--- src/rtl/mbrf_pkg.sv ---
`timescale 1ns/1ps
package mbrf_pkg;
  // mode codes carried in status bits 4:0
  localparam logic [4:0] MODE_USR = 5'h10;
  localparam logic [4:0] MODE_FIQ = 5'h11;
  localparam logic [4:0] MODE_IRQ = 5'h12;
  localparam logic [4:0] MODE_SVC = 5'h13;
  localparam logic [4:0] MODE_ABT = 5'h17;
  localparam logic [4:0] MODE_SYS = 5'h1F;

  // order of banked pairs in the physical array (pair k at base + 2k)
  localparam logic [2:0] ORD_SVC = 3'd0;
  localparam logic [2:0] ORD_ABT = 3'd1;
  localparam logic [2:0] ORD_IRQ = 3'd2;
  localparam logic [2:0] ORD_FIQ = 3'd3;
  localparam logic [2:0] ORD_UND = 3'd4;

  // saved status word slots
  localparam logic [2:0] SLOT_SVC = 3'd0;
  localparam logic [2:0] SLOT_ABT = 3'd1;
  localparam logic [2:0] SLOT_UND = 3'd2;
  localparam logic [2:0] SLOT_IRQ = 3'd3;
  localparam logic [2:0] SLOT_FIQ = 3'd4;

  localparam int NUM_BANKS = 5;
endpackage

--- src/rtl/mbrf_mode_decode.sv ---
`timescale 1ns/1ps
module mbrf_mode_decode
  import mbrf_pkg::*;
(
  input  logic [4:0] mode,
  output logic       banked,
  output logic [2:0] bank_ord,
  output logic [2:0] saved_slot
);
  always_comb begin
    banked     = 1'b1;
    bank_ord   = ORD_UND;
    saved_slot = SLOT_UND;
    unique case (mode)
      MODE_USR, MODE_SYS: begin banked = 1'b0; end
      MODE_SVC: begin bank_ord = ORD_SVC; saved_slot = SLOT_SVC; end
      MODE_ABT: begin bank_ord = ORD_ABT; saved_slot = SLOT_ABT; end
      MODE_IRQ: begin bank_ord = ORD_IRQ; saved_slot = SLOT_IRQ; end
      MODE_FIQ: begin bank_ord = ORD_FIQ; saved_slot = SLOT_FIQ; end
      default:  begin bank_ord = ORD_UND; saved_slot = SLOT_UND; end
    endcase
  end

  // shared user/system modes never select a private pair
  always_comb begin
    if ((mode == MODE_USR) || (mode == MODE_SYS))
      p_shared_bank_r3: assert (!banked && saved_slot == SLOT_UND);
  end

  // bank order and slot stay within the implemented set
  always_comb begin
    p_bank_range_r5: assert (bank_ord < 3'(NUM_BANKS) && saved_slot < 3'(NUM_BANKS));
  end
endmodule

--- src/rtl/mbrf_phys_map.sv ---
`timescale 1ns/1ps
module mbrf_phys_map #(
  parameter int AW        = 4,
  parameter int PW        = 6,
  parameter int BANK_BASE = 32,
  parameter int SP_IDX    = 13
) (
  input  logic [AW-1:0] arch_idx,
  input  logic          banked,
  input  logic [2:0]    bank_ord,
  output logic [PW-1:0] phys_idx
);
  localparam int LR_IDX = SP_IDX + 1;

  logic is_sp, is_lr;
  logic [PW-1:0] bank_slot;

  assign is_sp     = (arch_idx == AW'(SP_IDX));
  assign is_lr     = (arch_idx == AW'(LR_IDX));
  assign bank_slot = PW'(BANK_BASE) + PW'({bank_ord, 1'b0}) + PW'(is_lr);

  always_comb begin
    if (banked && (is_sp || is_lr)) phys_idx = bank_slot;
    else                            phys_idx = PW'(arch_idx);
  end

  // a banked access always lands in the banked region, never the low file
  always_comb begin
    if (banked && (is_sp || is_lr))
      p_bank_region_r4: assert (phys_idx >= PW'(BANK_BASE));
  end
endmodule

--- src/rtl/mbrf_store.sv ---
`timescale 1ns/1ps
module mbrf_store #(
  parameter int DW    = 32,
  parameter int PW    = 6,
  parameter int DEPTH = 42,
  parameter int NRD   = 2
) (
  input  logic                    clk,
  input  logic                    rst_n,
  input  logic [NRD-1:0][PW-1:0]  rd_phys,
  output logic [NRD-1:0][DW-1:0]  rd_data,
  input  logic                    wr_en,
  input  logic [PW-1:0]           wr_phys,
  input  logic [DW-1:0]           wr_data
);
  logic [DW-1:0] mem [DEPTH];

  always_ff @(posedge clk) begin
    if (!rst_n) begin
      for (int i = 0; i < DEPTH; i++) mem[i] <= '0;
    end else if (wr_en && (int'(wr_phys) < DEPTH)) begin
      mem[wr_phys] <= wr_data;
    end
  end

  for (genvar g = 0; g < NRD; g++) begin : g_rd
    assign rd_data[g] = (int'(rd_phys[g]) < DEPTH) ? mem[rd_phys[g]] : '0;
  end

  // a written entry holds the written value one edge later
  p_write_lands_r7: assert property (@(posedge clk) disable iff (!rst_n)
    wr_en |=> mem[$past(wr_phys)] == $past(wr_data));
endmodule

--- src/rtl/mbrf_status.sv ---
`timescale 1ns/1ps
module mbrf_status #(
  parameter int          DW        = 32,
  parameter int          NSAVED    = 5,
  parameter logic [31:0] RESET_PSR = 32'h0000_00D3,
  parameter int          SVC_SLOT  = 0
) (
  input  logic          clk,
  input  logic          rst_n,
  input  logic [2:0]    slot,
  input  logic          stat_wr_en,
  input  logic [DW-1:0] stat_wr_data,
  input  logic          saved_wr_en,
  input  logic [DW-1:0] saved_wr_data,
  output logic [DW-1:0] stat_q,
  output logic [DW-1:0] saved_q
);
  logic [DW-1:0] cur_psr;
  logic [DW-1:0] saved_mem [NSAVED];

  always_ff @(posedge clk) begin
    if (!rst_n) cur_psr <= DW'(RESET_PSR);
    else if (stat_wr_en) cur_psr <= stat_wr_data;
  end

  for (genvar s = 0; s < NSAVED; s++) begin : g_saved
    always_ff @(posedge clk) begin
      if (!rst_n) saved_mem[s] <= (s == SVC_SLOT) ? DW'(RESET_PSR) : '0;
      else if (saved_wr_en && slot == 3'(s)) saved_mem[s] <= saved_wr_data;
    end
  end

  assign stat_q  = cur_psr;
  assign saved_q = (int'(slot) < NSAVED) ? saved_mem[slot] : '0;

  // without a write the status word keeps its value
  p_status_hold_r1: assert property (@(posedge clk) disable iff (!rst_n)
    !stat_wr_en |=> $stable(cur_psr));
  // a status write takes effect exactly one edge later
  p_status_load_r8: assert property (@(posedge clk) disable iff (!rst_n)
    stat_wr_en |=> cur_psr == $past(stat_wr_data));
  // the saved write lands in the slot chosen before the edge
  p_saved_load_r6: assert property (@(posedge clk) disable iff (!rst_n)
    saved_wr_en |=> saved_mem[$past(slot)] == $past(saved_wr_data));
endmodule

--- src/rtl/mode_bank_regfile.sv ---
`timescale 1ns/1ps
module mode_bank_regfile
  import mbrf_pkg::*;
#(
  parameter int          DW        = 32,
  parameter int          AW        = 4,
  parameter int          NUM_ARCH  = 16,
  parameter int          NUM_TEMP  = 16,
  parameter logic [31:0] RESET_PSR = 32'h0000_00D3
) (
  input  logic          clk,
  input  logic          rst_n,
  input  logic [AW-1:0] rd_a_idx,
  output logic [DW-1:0] rd_a_data,
  input  logic [AW-1:0] rd_b_idx,
  output logic [DW-1:0] rd_b_data,
  input  logic          wr_en,
  input  logic [AW-1:0] wr_idx,
  input  logic [DW-1:0] wr_data,
  input  logic          stat_wr_en,
  input  logic [DW-1:0] stat_wr_data,
  output logic [DW-1:0] stat_q,
  input  logic          saved_wr_en,
  input  logic [DW-1:0] saved_wr_data,
  output logic [DW-1:0] saved_rd_data
);
  localparam int BANK_BASE = NUM_ARCH + NUM_TEMP;
  localparam int DEPTH     = BANK_BASE + 2 * NUM_BANKS;
  localparam int PW        = $clog2(DEPTH);
  localparam int NPORT     = 3;   // two reads, one write

  logic          banked;
  logic [2:0]    bank_ord;
  logic [2:0]    saved_slot;
  logic [NPORT-1:0][AW-1:0] arch_idx;
  logic [NPORT-1:0][PW-1:0] phys_idx;
  logic [1:0][DW-1:0]       rd_data;

  // mapping always follows the status word held before this edge
  mbrf_mode_decode u_dec (
    .mode       (stat_q[4:0]),
    .banked     (banked),
    .bank_ord   (bank_ord),
    .saved_slot (saved_slot)
  );

  assign arch_idx = {wr_idx, rd_b_idx, rd_a_idx};

  for (genvar p = 0; p < NPORT; p++) begin : g_map
    mbrf_phys_map #(
      .AW(AW), .PW(PW), .BANK_BASE(BANK_BASE), .SP_IDX(13)
    ) u_map (
      .arch_idx (arch_idx[p]),
      .banked   (banked),
      .bank_ord (bank_ord),
      .phys_idx (phys_idx[p])
    );
  end

  mbrf_store #(.DW(DW), .PW(PW), .DEPTH(DEPTH), .NRD(2)) u_store (
    .clk     (clk),
    .rst_n   (rst_n),
    .rd_phys ({phys_idx[1], phys_idx[0]}),
    .rd_data (rd_data),
    .wr_en   (wr_en),
    .wr_phys (phys_idx[2]),
    .wr_data (wr_data)
  );

  assign rd_a_data = rd_data[0];
  assign rd_b_data = rd_data[1];

  mbrf_status #(
    .DW(DW), .NSAVED(NUM_BANKS), .RESET_PSR(RESET_PSR), .SVC_SLOT(int'(SLOT_SVC))
  ) u_status (
    .clk           (clk),
    .rst_n         (rst_n),
    .slot          (saved_slot),
    .stat_wr_en    (stat_wr_en),
    .stat_wr_data  (stat_wr_data),
    .saved_wr_en   (saved_wr_en),
    .saved_wr_data (saved_wr_data),
    .stat_q        (stat_q),
    .saved_q       (saved_rd_data)
  );

  // unbanked architectural numbers reach the same physical entry
  always_comb begin
    if (rst_n && rd_a_idx != AW'(13) && rd_a_idx != AW'(14))
      p_pass_through_r2: assert (phys_idx[0] == PW'(rd_a_idx));
  end
endmodule

--- config.mk ---
export PLATFORM = sky130hd
export DESIGN_NAME = mode_bank_regfile
export DESIGN_NICKNAME = d
export VERILOG_FILES = /design/src/rtl/mbrf_pkg.sv /design/src/rtl/mbrf_mode_decode.sv /design/src/rtl/mbrf_phys_map.sv /design/src/rtl/mbrf_store.sv /design/src/rtl/mbrf_status.sv /design/src/rtl/mode_bank_regfile.sv
export SDC_FILE = /design/constraint.sdc
export NUM_CORES = 2
export LEC_CHECK = 0
export BUFFER_PORTS_ARGS = -buffer_cell sky130_fd_sc_hd__buf_2
export CAP_MARGIN = 20
export CORE_ASPECT_RATIO = 1.25
export CORE_UTILIZATION = 44
export DETAILED_ROUTE_END_ITERATION = 10
export GPL_TIMING_DRIVEN = 0
export PLACE_DENSITY_LB_ADDON = 0.15
export SYNTH_ARGS = -nofsm -noshare
export SYNTH_HDL_FRONTEND = slang
export SYNTH_SLANG_ARGS = --single-unit
--- constraint.sdc ---
create_clock -name clk -period 13.5 [get_ports clk]
set_input_delay 0.675 -clock clk [delete_from_list [all_inputs] [get_ports clk]]
set_output_delay 0.675 -clock clk [all_outputs]
set_load 0.01 [all_outputs]
== Word level (Yosys, flattened, before mapping) ==
Memories as Yosys holds them, arrays and structs flattened.
Cells that the tools add are included.
Cells by class
  add/sub/neg operators: 4
  $mul: 0
  div/mod/pow operators: 0
  $lt $le $gt $ge: 4
  equality and inequality tests: 16
  shift-type cells: 0
  multiplexer cells: 36
  bitwise operators: 5
  reduce and logical (&&, ||, !) cells: 15
Operators by type and width (count)
  32-bit two-way mux: 9
  32-bit OR reduction: 1
  5-bit equality test (second input constant): 6
  4-bit equality test (second input constant): 6
  6-bit two-way mux: 4
  3-bit one-hot mux with 4 select lines: 2
  1-bit two-way mux: 21
  6-bit by 1-bit adder with 6-bit output: 3
  6-bit less-than comparator (second input constant): 3
  1-bit logical AND: 9
  6-bit by 4-bit adder with 6-bit output (first input constant): 1
  3-bit by 2-bit equality test with 1-bit output (second input constant): 2
  1-bit OR: 5
  3-bit by 1-bit equality test with 1-bit output (second input constant): 1
  3-bit equality test (second input constant): 1
  3-bit logical NOT: 1
  1-bit logical OR: 3
  3-bit less-than comparator (second input constant): 1
  2-bit OR reduction: 1
Storage, ports and cells
  register bits: 32
  bits in latches: 0
  memory bits (writable): 1504
  memory bits (read-only): 0
  bits of input ports: 113
  word-level logic and storage cells: 83
  memories: 2
Memory list
  u_store.mem: depth 42, bits a word 32, rd ports 2, clocked after memory_dff 0, write ports 42, line mbrf_store.sv:16  | logic [DW-1:0] mem [DEPTH];
  u_status.saved_mem: depth 5, bits a word 32, rd ports 1, clocked after memory_dff 0, write ports 5, line mbrf_status.sv:19  | logic [DW-1:0] saved_mem [NSAVED];

== Depth between registers and ports, before layout ==
  word-level depth: 12
  gate-level depth with buffers: 14
  mapped depth without buffers: 8

== Hierarchy ==
From an unflattened synthesis, not the netlist that was laid out.
Unflattened totals
  cells, all modules: 5839
  area, all modules: 81837.2 um^2
Modules (own cells, without submodules)
  mbrf_store: instances 1, cells each 5172, area each 73163.9 um^2
  mbrf_status: instances 1, cells each 604, area each 8282.9 um^2
  mbrf_phys_map: instances 3, cells each 15, area each 91.3 um^2
  mbrf_mode_decode: instances 1, cells each 18, area each 116.4 um^2

== Worst setup path after synthesis ==
OpenSTA, ideal clock, no wires.
  path type: flip-flop to flip-flop
  start: register u_status.cur_psr[3], in the netlist u_status.stat_q[3]
  end: memory u_store.mem[14][0] (enable)
  library setup time: 466 ps
  arrival time: 4040 ps
  required time: 13034 ps
  path slack: 8995 ps
  cell stages (with the launch flop): 9
  period minus slack after synthesis: 4505 ps
  cells stage by stage: dfxtp_1 -> buf_2 -> or4_4 -> a21bo_1 -> buf_2 -> nand3_1 -> o21ai_1 -> clkbuf_1 -> o21ai_0
RTL lines
  from (decl): line mbrf_status.sv:18  | logic [DW-1:0] cur_psr;
  from (signal assigned): line mbrf_status.sv:22  | if (!rst_n) cur_psr <= DW'(RESET_PSR);
  from (signal assigned): line mbrf_status.sv:23  | else if (stat_wr_en) cur_psr <= stat_wr_data;
  to (decl): line mbrf_store.sv:16

== Worst setup path after layout ==
  start: register u_status.cur_psr[0], in the netlist u_status.stat_q[0]
  end: output rd_b_data[3]
On the way
  cells in the longest elaborated chain, start to end: 7
Ends and longest elaborated chain
  5-bit equality test (on tied branches)
  3-bit one-hot mux with 4 select lines or 2-bit OR reduction (tied branches): line mbrf_mode_decode.sv:14  | unique case (mode)
  6-bit by 4-bit adder with 6-bit output or 1-bit two-way mux (tied branches): line mbrf_phys_map.sv:20, mbrf_mode_decode.sv:14
  6-bit by 1-bit adder with 6-bit output or 1-bit logical AND (tied branches): line mbrf_phys_map.sv:20, mbrf_phys_map.sv:23
  6-bit two-way mux (*): line mbrf_phys_map.sv:23  | if (banked && (is_sp || is_lr)) phys_idx = bank_slot;
  memory read 42 x 32 bit or 6-bit less-than comparator (tied branches)
  32-bit two-way mux (*): line mbrf_store.sv:27  | assign rd_data[g] = (int'(rd_phys[g]) < DEPTH) ? mem[rd_phys[g]] : '0;
  to (decl): line mode_bank_regfile.sv:16  | output logic [DW-1:0] rd_b_data,
Mark *: on every way between the ends. The rest lies on a longest branch, timed or not.

==> results.md <==
- Top cell type's share of synthesized area: 55.10%
- Die Ht: 430.2 µm
- HP Class: input port to flop
- Placed Area: 70,020 µm²
- Crit path buf inv count: 5
- CTS Root Cell: clkbuf_16
- Max-slew headroom: 8.755%
- Crit path max-delay cell type: a22oi_1
- Area leader, netlist: edfxtp_1
- Worst slew pin tran: 1354 ps
- Htree depth: 4
- # rows: 156
- Hpwl dp: 207,200 µm
- Largest net degree at the start of global routing: 33
- Post-synth ARST share: 0%
- CTS Sinks: 1,216
- Mapped Cells: 5,806
- Final TNS setup: 0 ps
- Setup bufs post-CTS: 0
- Full die area: 148,200 µm²
- Synth Flop Type: edfxtp_1
- Share of power burned in registers: 45.6%
- Psw: 2.891 mW
- Crit-path max FO: 8
- Cts hold-fix bufs: 0
- Hold endpoint: u_status.stat_q[6]$_SDFFE_PN1P_
- Crit path DAT: 6300 ps
- Status: completed
- Final Instance Area: 74,320 µm²
- RR Endpoint: u_store.mem[1][17]$_SDFFCE_PN0P_
- Maximum clock insertion buffer count: 3
- CP Cell Sequence: or4_4 > a21boi_2 > nor2_1 > a21oi_2 > clkbuf_1 > buf_6 > clkbuf_1 > buf_6 > nand2_1 > nand3_1 > nand4_1 > a22oi_1 > buf_2
- Cell internal pwr: 6.798 mW
- Power density cells: 130.4 nW/µm²
- I/O pin count: 241
- Crit path launch type: flop
- Vias: 52.58k
- Sw Ratio: 29.84%
- # setup viols final: 0
- Initial Utilization: 44.49%
- Inst Count DP: 8,177
- Count of final hold-check violations: 0
- IO buf count: 233
- VDD IR max: 0.1355 mV
- Power share of the clock group: 37.2%
- Combinational share of power: 17.2%
- Final Worst Setup Slack: 6523 ps
- Post-synth EDFFs: 1,184
- Area contributors post-synth: edfxtp_1 55%, mux2i_1 10%, and2_1 9.6%
- Initial antenna violation count: 20
- Final Skew: 22.08 ps
- Commonest non-fill, non-tap cells in the layout: 1,184 x edfxtp_1, 994 x and2_1, 808 x nand2_1, 644 x mux2i_1, 447 x clkbuf_1
- Leakage power: 28.59 nW
- Layout Cells excl Fill: 8,439
- R2R depth: 8
- Fin crit share: 51.68%
- Seq/Total Area, Yosys: 56.09%
- Mean post-synth cell area: 11.11 µm²
- Gpl congestion: 1.031
- DR vias/cell: 6.231
- Post-cts sizing count: 0
- Hold path cells: 3
- Routed len/inst: 32.14 µm
- Total power: 9.688 mW
- Crit. End Element: primary output
- Unique masters post-synth: 65
- Yosys reg bits: 1,216
- Detail Route Antenna Nets: 0
- Die Wd: 344.5 µm
- Commonest non-fill, non-tap cell in the layout: edfxtp_1
- CTS buffer count: 135
- CP Data Required Time: 12,820 ps
- Hold Startpoint: stat_wr_data[6]
- Setup slack after placement: 7277 ps
- Final period demand of the worst path: 6977 ps
- Gr ovfl total: 0
- Max Slew Vio Count: 0
- All-Layer GR Usage: 35.98%
- Clk pin slew, worst setup/hold paths: 60 ps
- Share of cells above drive strength 1: 9.755%
- Skew-Pair Late Insertion Delay: 810 ps
- Mapped Area: 64,530 µm²
- DR pass1 iterations: 8
- CTS tree: done
- Crit-path max cell delay: 660 ps
- CORE AREA: 145,000 µm²
- R2r startpoint: u_status.stat_q[0]$_SDFFE_PN1P_
- Area grow syn2layout: 15.17%
- RSZ-0062 raised after global routing: false
- Fill count: 13.12k
- Reg2reg setup slack: 9020 ps
- Max cap viols: 0
- First-pass GRT wire length: 371,300 µm
- # DRC: 0
- CP delay by family, top: buffers and inverters
- Vias in the first global route: 49.85k
- Yosys warns: 0
- Drt total wl: 271,200 µm
- Setup CP Type: flop to primary output
- Nets: 6,541
- Drt initial violations: 7,237
- Max Fclk: 143.3 MHz
## cell type report
cell class / count / area, µm² / share of cell area, %
diodes: 13 / 32.53 / 0.04377
plain buffers: 558 / 2354 / 3.167
clock buffers: 170 / 3645 / 4.904
clock inverters: 69 / 524.3 / 0.7054
inverters: 4 / 15.01 / 0.02020
multi-input cells: 4219 / 27020 / 36.36
flip-flops and latches: 1216 / 36190 / 48.70
well taps: 1896 / 2372 / 3.192
repair buffers: 294 / 2160 / 2.906
## worst max-delay path by stage
stage                                          from  depth (start not counted)                          endpoint  slack (ps)
global placement    u_status.stat_q[0]$_SDFFE_PN1P_                          6   u_store.mem[1][4]$_SDFFCE_PN0P_        5810
CTS                 u_status.stat_q[0]$_SDFFE_PN1P_                         11                     rd_b_data[13]        6390
floorplan           u_status.stat_q[3]$_SDFFE_PN0P_                          8  u_store.mem[14][0]$_SDFFCE_PN0P_        8990
detailed placement                      rd_b_idx[2]                         12                     rd_b_data[10]        7280
finish              u_status.stat_q[0]$_SDFFE_PN1P_                         13                      rd_b_data[3]        6520
global route        u_status.stat_q[0]$_SDFFE_PN1P_                         11                     rd_a_data[21]        6710
## routing by layer
metal  track usage (%)  up-vias  wire length (µm)
li1                  -    22570                 -
met1             45.68    26030            102300
met2             56.51     3237            124100
met3             7.291      733             27000
met4             21.40        6             17720
met5                 0        -                34
## sequential cells by signal (all words and copies together), names as in the netlist
| register | flops |
|---|---|
| u_status.stat_q | 32 |
| u_store.mem | 1024 |
| u_status.saved_mem | 160 |
## power groups by stage
stage          logic (mW)  registers (mW)  clock network, mW
2_1_floorplan       0.816            4.48                  0
3_3_place_gp         1.54            4.51                  0
3_5_place_dp         1.60            4.49                  0
4_1_cts              1.60            4.42               3.62
5_1_grt              1.71            4.44               3.75
6_report             1.67            4.42               3.60
## cells in the mapped netlist, drive strengths merged (2+ instances only)
cell type,number
a211oi,311
a21o,2
a21oi,12
a221oi,127
a22oi,34
a311oi,2
a31oi,69
a32oi,61
a41oi,2
and2,994
and3,160
and4,2
buf,136
clkbuf,422
dfxtp,32
edfxtp,1184
inv,4
mux2,3
mux2i,644
nand2,812
nand2b,12
nand3,266
nand3b,4
nand4,34
nor2,104
nor3,35
nor4,33
nor4b,3
o211ai,2
o21a,5
o21ai,138
o221ai,60
o22ai,70
o31ai,3
or3,3
xnor2,2
xor2,3
## worst reg2reg max path: cells and delay by family, from the launching register on
kind	cells	cell delay, ps
and+or+nand+nor	5	2660
buffers and inverters	1	550
AOI/OAI and AO/OA	2	760
DFF	1	380
## metrics by stage
step           util, %  hold slack [ps]
3_5_place_dp     48.28            460.5
4_1_cts          51.15            60.61
6_report         51.25            111.7
3_3_place_gp     47.43            453.6
5_1_grt          51.23            109.8
2_1_floorplan        -            513.1
## kinds of logic (layout without fill, tap and decap cells)
family	after synthesis	after routing	synth area share, %
xor+xnor	5	5	0.06788
simple gates	2468	2468	19.86
compound gates	905	905	10.21
other cells	1	205	0.005812
fa+ha+maj	1	1	0.01551
flops	1216	1216	56.09
buf+inv	562	1095	3.671
mux	648	648	10.08
No activity file was read; power rests on OpenSTA's default activity.
